$ cat config.mk
export PLATFORM = sky130hd
export DESIGN_NAME = rtc_seconds_core
export DESIGN_NICKNAME = d
export VERILOG_FILES = /design/src/rtl/rtc_sec_pkg.sv /design/src/rtl/rtc_load_stage.sv /design/src/rtl/rtc_sec_count.sv /design/src/rtl/rtc_ctrl_store.sv /design/src/rtl/rtc_seconds_core.sv
export SDC_FILE = /design/constraint.sdc
export NUM_CORES = 1
export LEC_CHECK = 0
export BUFFER_PORTS_ARGS = -buffer_cell sky130_fd_sc_hd__buf_4
export CAP_MARGIN = 20
export CORE_ASPECT_RATIO = 0.7
export CORE_UTILIZATION = 55
export CTS_BUF_LIST = sky130_fd_sc_hd__clkbuf_8
export DETAILED_ROUTE_END_ITERATION = 12
export PLACE_DENSITY_LB_ADDON = 0.05
export RECOVER_POWER = 25
export SETUP_SLACK_MARGIN = 0.15
export SYNTH_ARGS = -nofsm -noshare
export SYNTH_HDL_FRONTEND = slang
export SYNTH_SLANG_ARGS = --single-unit
$ cat constraint.sdc
create_clock -name clk -period 5.3 [get_ports clk]
set_input_delay 1.06 -clock clk [delete_from_list [all_inputs] [get_ports clk]]
set_output_delay 1.06 -clock clk [all_outputs]
set_load 0.02 [all_outputs]
$ cat src/rtl/rtc_sec_pkg.sv
package rtc_sec_pkg;
    localparam int unsigned ADDR_W = 8;

    localparam logic [ADDR_W-1:0] OFF_LOAD_WR = 8'h00;
    localparam logic [ADDR_W-1:0] OFF_LOAD_RD = 8'h04;
    localparam logic [ADDR_W-1:0] OFF_NOW     = 8'h10;
    localparam logic [ADDR_W-1:0] OFF_TICK    = 8'h14;
    localparam logic [ADDR_W-1:0] OFF_CTRL    = 8'h40;

    localparam int unsigned BATT_BIT = 31;
    localparam int unsigned OSC_BIT  = 24;
endpackage

$ cat src/rtl/rtc_load_stage.sv
module rtc_load_stage #(
    parameter int unsigned DATA_W = 32
) (
    input  logic              clk,
    input  logic              rst_n,
    input  logic              wr_load,
    input  logic [DATA_W-1:0] wdata,
    input  logic              take,
    output logic [DATA_W-1:0] staged,
    output logic              pending
);
    typedef struct packed {
        logic [DATA_W-1:0] val;
        logic              pend;
    } stage_t;

    stage_t st_d, st_q;

    always_comb begin
        st_d = st_q;
        if (take) begin
            st_d.pend = 1'b0;
        end
        if (wr_load) begin
            st_d.val  = wdata;
            st_d.pend = 1'b1;
        end
    end

    always_ff @(posedge clk) begin
        if (!rst_n) begin
            st_q <= '0;
        end else begin
            st_q <= st_d;
        end
    end

    assign staged  = st_q.val;
    assign pending = st_q.pend;

    p_capture_r8: assert property (@(posedge clk) disable iff (!rst_n)
        wr_load |=> (pending && staged == $past(wdata)));

    p_pend_hold_r7: assert property (@(posedge clk) disable iff (!rst_n)
        (!wr_load && !take) |=> ($stable(staged) && $stable(pending)));

    p_take_clear_r6: assert property (@(posedge clk) disable iff (!rst_n)
        (take && !wr_load) |=> !pending);
endmodule

$ cat src/rtl/rtc_sec_count.sv
module rtc_sec_count #(
    parameter int unsigned DATA_W = 32
) (
    input  logic              clk,
    input  logic              rst_n,
    input  logic              strobe,
    input  logic              load_pend,
    input  logic [DATA_W-1:0] load_val,
    output logic [DATA_W-1:0] count,
    output logic              evt
);
    typedef struct packed {
        logic [DATA_W-1:0] cnt;
        logic              evt;
    } cnt_t;

    cnt_t c_d, c_q;

    always_comb begin
        c_d     = c_q;
        c_d.evt = strobe;
        if (strobe) begin
            if (load_pend) begin
                c_d.cnt = load_val;
            end else begin
                c_d.cnt = c_q.cnt + DATA_W'(1);
            end
        end
    end

    always_ff @(posedge clk) begin
        if (!rst_n) begin
            c_q <= '0;
        end else begin
            c_q <= c_d;
        end
    end

    assign count = c_q.cnt;
    assign evt   = c_q.evt;

    p_increment_r2: assert property (@(posedge clk) disable iff (!rst_n)
        (strobe && !load_pend) |=> (count == $past(count) + DATA_W'(1)));

    p_hold_r4: assert property (@(posedge clk) disable iff (!rst_n)
        !strobe |=> $stable(count));

    p_load_r5: assert property (@(posedge clk) disable iff (!rst_n)
        (strobe && load_pend) |=> (count == $past(load_val)));

    p_event_r11: assert property (@(posedge clk) disable iff (!rst_n)
        strobe |=> evt);

    p_event_low_r11: assert property (@(posedge clk) disable iff (!rst_n)
        !strobe |=> !evt);
endmodule

$ cat src/rtl/rtc_ctrl_store.sv
module rtc_ctrl_store #(
    parameter int unsigned DATA_W   = 32,
    parameter int unsigned BATT_POS = 31,
    parameter int unsigned OSC_POS  = 24
) (
    input  logic              clk,
    input  logic              rst_n,
    input  logic              wr,
    input  logic [DATA_W-1:0] wdata,
    output logic [DATA_W-1:0] ctrl
);
    localparam logic [DATA_W-1:0] KEEP_MASK =
        (DATA_W'(1) << BATT_POS) | (DATA_W'(1) << OSC_POS);

    logic [DATA_W-1:0] ctrl_d, ctrl_q;

    always_comb begin
        ctrl_d = ctrl_q;
        if (wr) begin
            ctrl_d = wdata & KEEP_MASK;
        end
    end

    always_ff @(posedge clk) begin
        if (!rst_n) begin
            ctrl_q <= '0;
        end else begin
            ctrl_q <= ctrl_d;
        end
    end

    assign ctrl = ctrl_q;

    p_ctrl_hold_r13: assert property (@(posedge clk) disable iff (!rst_n)
        !wr |=> $stable(ctrl));

    p_ctrl_write_r10: assert property (@(posedge clk) disable iff (!rst_n)
        wr |=> (ctrl[BATT_POS] == $past(wdata[BATT_POS]) &&
                ctrl[OSC_POS]  == $past(wdata[OSC_POS])));
endmodule

$ cat src/rtl/rtc_seconds_core.sv
module rtc_seconds_core
    import rtc_sec_pkg::*;
#(
    parameter int unsigned DATA_W = 32,
    parameter int unsigned TICK_W = 16
) (
    input  logic              clk,
    input  logic              rst_n,
    input  logic [ADDR_W-1:0] addr,
    input  logic [DATA_W-1:0] wdata,
    input  logic              wr_en,
    output logic [DATA_W-1:0] rdata,
    input  logic              sec_strobe,
    input  logic [TICK_W-1:0] tick_count,
    output logic              sec_event
);
    localparam int unsigned PAD_W = DATA_W - TICK_W;

    logic              wr_load, wr_ctrl;
    logic [DATA_W-1:0] staged, count, ctrl;
    logic              pending;

    always_comb begin
        wr_load = wr_en && (addr == OFF_LOAD_WR);
        wr_ctrl = wr_en && (addr == OFF_CTRL);
    end

    rtc_load_stage #(.DATA_W(DATA_W)) u_stage (
        .clk     (clk),
        .rst_n   (rst_n),
        .wr_load (wr_load),
        .wdata   (wdata),
        .take    (sec_strobe),
        .staged  (staged),
        .pending (pending)
    );

    rtc_sec_count #(.DATA_W(DATA_W)) u_count (
        .clk       (clk),
        .rst_n     (rst_n),
        .strobe    (sec_strobe),
        .load_pend (pending),
        .load_val  (staged),
        .count     (count),
        .evt       (sec_event)
    );

    rtc_ctrl_store #(
        .DATA_W   (DATA_W),
        .BATT_POS (BATT_BIT),
        .OSC_POS  (OSC_BIT)
    ) u_ctrl (
        .clk   (clk),
        .rst_n (rst_n),
        .wr    (wr_ctrl),
        .wdata (wdata),
        .ctrl  (ctrl)
    );

    always_comb begin
        unique case (addr)
            OFF_LOAD_RD: rdata = staged;
            OFF_NOW:     rdata = count;
            OFF_TICK:    rdata = {{PAD_W{1'b0}}, tick_count};
            OFF_CTRL:    rdata = ctrl;
            default:     rdata = '0;
        endcase
    end

    p_pending_load_r12: assert property (@(posedge clk) disable iff (!rst_n)
        (sec_strobe && pending && wr_load) |=> (count == $past(staged) && pending));
endmodule

==> results_dict.tcl <==
set metrics [dict create \
    status "completed" \
    finalSetupViolCount 0 \
    synth_nets 557 \
    period_share_pct 74.7 \
    ys_ff_latch 68 \
    startpoint "sec_strobe" \
    maxSlewHeadroom_pct 8.47 \
    hold_violations 0 \
    yosys-top-cells-count "68 x dfxtp_1, 68 x nor2_1, 36 x mux2i_1, 34 x clkbuf_1, 28 x a22oi_1" \
    cap_viol_max_count 0 \
    power.leakage_nw 1.77 \
    grt_max_degree 59 \
    crit_slowest_cell "clkinv_1" \
    final_nets 619 \
    drtPass1Iterations 5 \
    post-route-cell-area_um2 4940 \
    viasPerCell 6.45 \
    path_class "input port to flip-flop" \
    cts_max_level 3 \
    drtIter0Drc 461 \
    die_w_um 105 \
    root_buffer "clkbuf_8" \
    design.core.area_um2 7010 \
    cp.arrival_ps 4250 \
    rsz0062_at_grt "false" \
    grt_overflow 0 \
    grt_pass1_wl_um 19000 \
    peakVddDrop_mv 0.164 \
    syn_area_um2 4120 \
    layout-drive-gt1-share_pct 24.9 \
    max_stage_delay_ps 1000 \
    ys.flop_type "dfxtp_1" \
    r2r-end "u_count.count[22]$_SDFFE_PN0P_" \
    ys_warn_count 0 \
    path_clk_slew_ps 70 \
    ff2ff_setup_slack_ps 2550 \
    post_cts_buffers 0 \
    vias 4229 \
    cts.sinks 68 \
    cp_top_family "buffers and inverters" \
    yosysUniqueCellTypes 56 \
    antenna_found_initial 0 \
    synthArstFlopShare_pct 0 \
    die_area_um2 7840 \
    holdWs_ps 464 \
    crit_cells 5 \
    hold_buffers 0 \
    slew_viol_final 0 \
    cp_common_cell "or4_1" \
    cts_tree "done" \
    finalSetupTns_ps 0 \
    r2r-start "u_count.count[0]$_SDFFE_PN0P_" \
    numCtsBuffers 9 \
    place_congestion 0.918 \
    post_dp_cell_area_um2 4780 \
    r2r_cells 5 \
    rows 25 \
    drc_errors 0 \
    io_pins 93 \
    clk_path_buf_depth 2 \
    synth_area_per_cell_um2 8.30 \
    insertion_delay_ps 350 \
    synthCells 496 \
    initial_core_util_pct 58.8 \
    hp-class "flip-flop to flip-flop" \
    ant_nets 0 \
    wl_per_cell_um 18.3 \
    wl_um 12000 \
    post-dp-hpwl_um 8340 \
    skew_ps 8.08 \
    antennaDiodeCount 0 \
    fin_crit_ps 3960 \
    cp-endpoint "u_count.count[31]$_SDFFE_PN0P_" \
    cts_resized 0 \
    worstPathMaxFanout 34 \
    synth_top_area_share_pct 33.0 \
    synthToLayoutAreaGrowth_pct 19.9 \
    first_global_vias 3709 \
    grt_use_total_pct 31.1 \
    io_buffers 92 \
    fmax_ghz 0.252 \
    seq_area_frac_synth_pct 33.0 \
    startpoint_type "input port" \
    crit_chain "clkbuf_1, clkinv_1, or4_1, or4_1, nand3_1" \
    end_kind "flip-flop" \
    synth.area.top_cells "dfxtp_1 33%, mux2i_1 8.7%, nor2_1 6.2%" \
    crit_required_ps 5590 \
    cellPowerDensity_nw_per_um2 199 \
    synth_edf_count 0 \
    power_w 0.000982 \
    dieHeight_um 74.4 \
    tightestPinTransition_ps 1370 \
    worst-path-buf-inv 2 \
    fin_util_pct 70.5 \
    synth_top_cell_by_area "dfxtp_1" \
]
layer usage:
layer / share of wire [%] / track usage, % / up-vias
met5: 0 / 0 / -
met4: 0.87 / 8.61 / 0
met3: 8.3 / 5.61 / 11
met2: 43 / 48.5 / 196
met1: 48 / 44.3 / 2012
li1: - / - / 2010
cells in the final DEF (no fill, tap or decap), types with 9 or more instances in the layout:
cell and instances:
nand3_1 22, nor2_1 68, clkbuf_8 11, nand4_1 11
inv_1 11, a22o_1 18, a22oi_1 28, nand2_1 23
a21oi_1 18, o21ai_0 9, buf_4 97, a31oi_1 13
dfxtp_1 68, mux2i_1 36, or4_1 16, mux2_2 18
layout make-up:
| cell class | count | area [µm²] |
|---|---|---|
| Clock buffer | 11 | 151 |
| Clock inverter | 4 | 17.5 |
| Fill cell | 589 | 2070 |
| Inverter | 10 | 37.5 |
| Multi-Input combinational cell | 370 | 2520 |
| Sequential cell | 68 | 1360 |
| Tap cell | 94 | 118 |
| Timing Repair Buffer | 99 | 736 |
power breakdown:
group / switching [W] / internal, W / total [W]
Sequential: 0.00000283 / 0.000513 / 0.000516
Clock: 0.000189 / 0.000188 / 0.000377
Combinational: 0.0000438 / 0.0000449 / 0.0000888
through the flow:
step           worst slack [ps]  std cells
6_report                   1340        656
5_1_grt                    1140        656
4_1_cts                    1400        656
3_5_place_dp               1400        641
3_3_place_gp               1490        641
2_1_floorplan              1500        496
registers in the layout, indices dropped and copies added (netlist names):
name and count:
u_stage.pending 1, u_ctrl.ctrl 2, u_count.evt 1, u_stage.staged 32, u_count.count 32
kinds of logic after synthesis:
kind of cell               share of synthesized area, %
AOI/OAI and AO/OA                                  23.3
adders and majority gates                         0.304
buffers and inverters                              5.83
DFF                                                33.0
muxes                                              13.7
and+or+nand+nor                                    23.8
how the worst min path moves through the flow:
| stage | start | to | slack (ps) | depth (start not counted) |
|---|---|---|---|---|
| global placement | u_ctrl.ctrl[31]$_SDFFE_PN0P_ | u_ctrl.ctrl[31]$_SDFFE_PN0P_ | 450 | 2 |
| finish | u_ctrl.ctrl[31]$_SDFFE_PN0P_ | u_ctrl.ctrl[31]$_SDFFE_PN0P_ | 460 | 2 |
| detailed placement | u_ctrl.ctrl[31]$_SDFFE_PN0P_ | u_ctrl.ctrl[31]$_SDFFE_PN0P_ | 460 | 2 |
| CTS | u_ctrl.ctrl[31]$_SDFFE_PN0P_ | u_ctrl.ctrl[31]$_SDFFE_PN0P_ | 460 | 2 |
| global route | u_ctrl.ctrl[31]$_SDFFE_PN0P_ | u_ctrl.ctrl[31]$_SDFFE_PN0P_ | 470 | 2 |
| floorplan | u_ctrl.ctrl[24]$_SDFFE_PN0P_ | u_ctrl.ctrl[24]$_SDFFE_PN0P_ | 440 | 2 |
worst min-delay path: stages (launching register included):
cell,delay (ps)
dfxtp_1,310
nand2_1,50
a21oi_1,60
No activity file was read; power rests on OpenSTA's default activity.
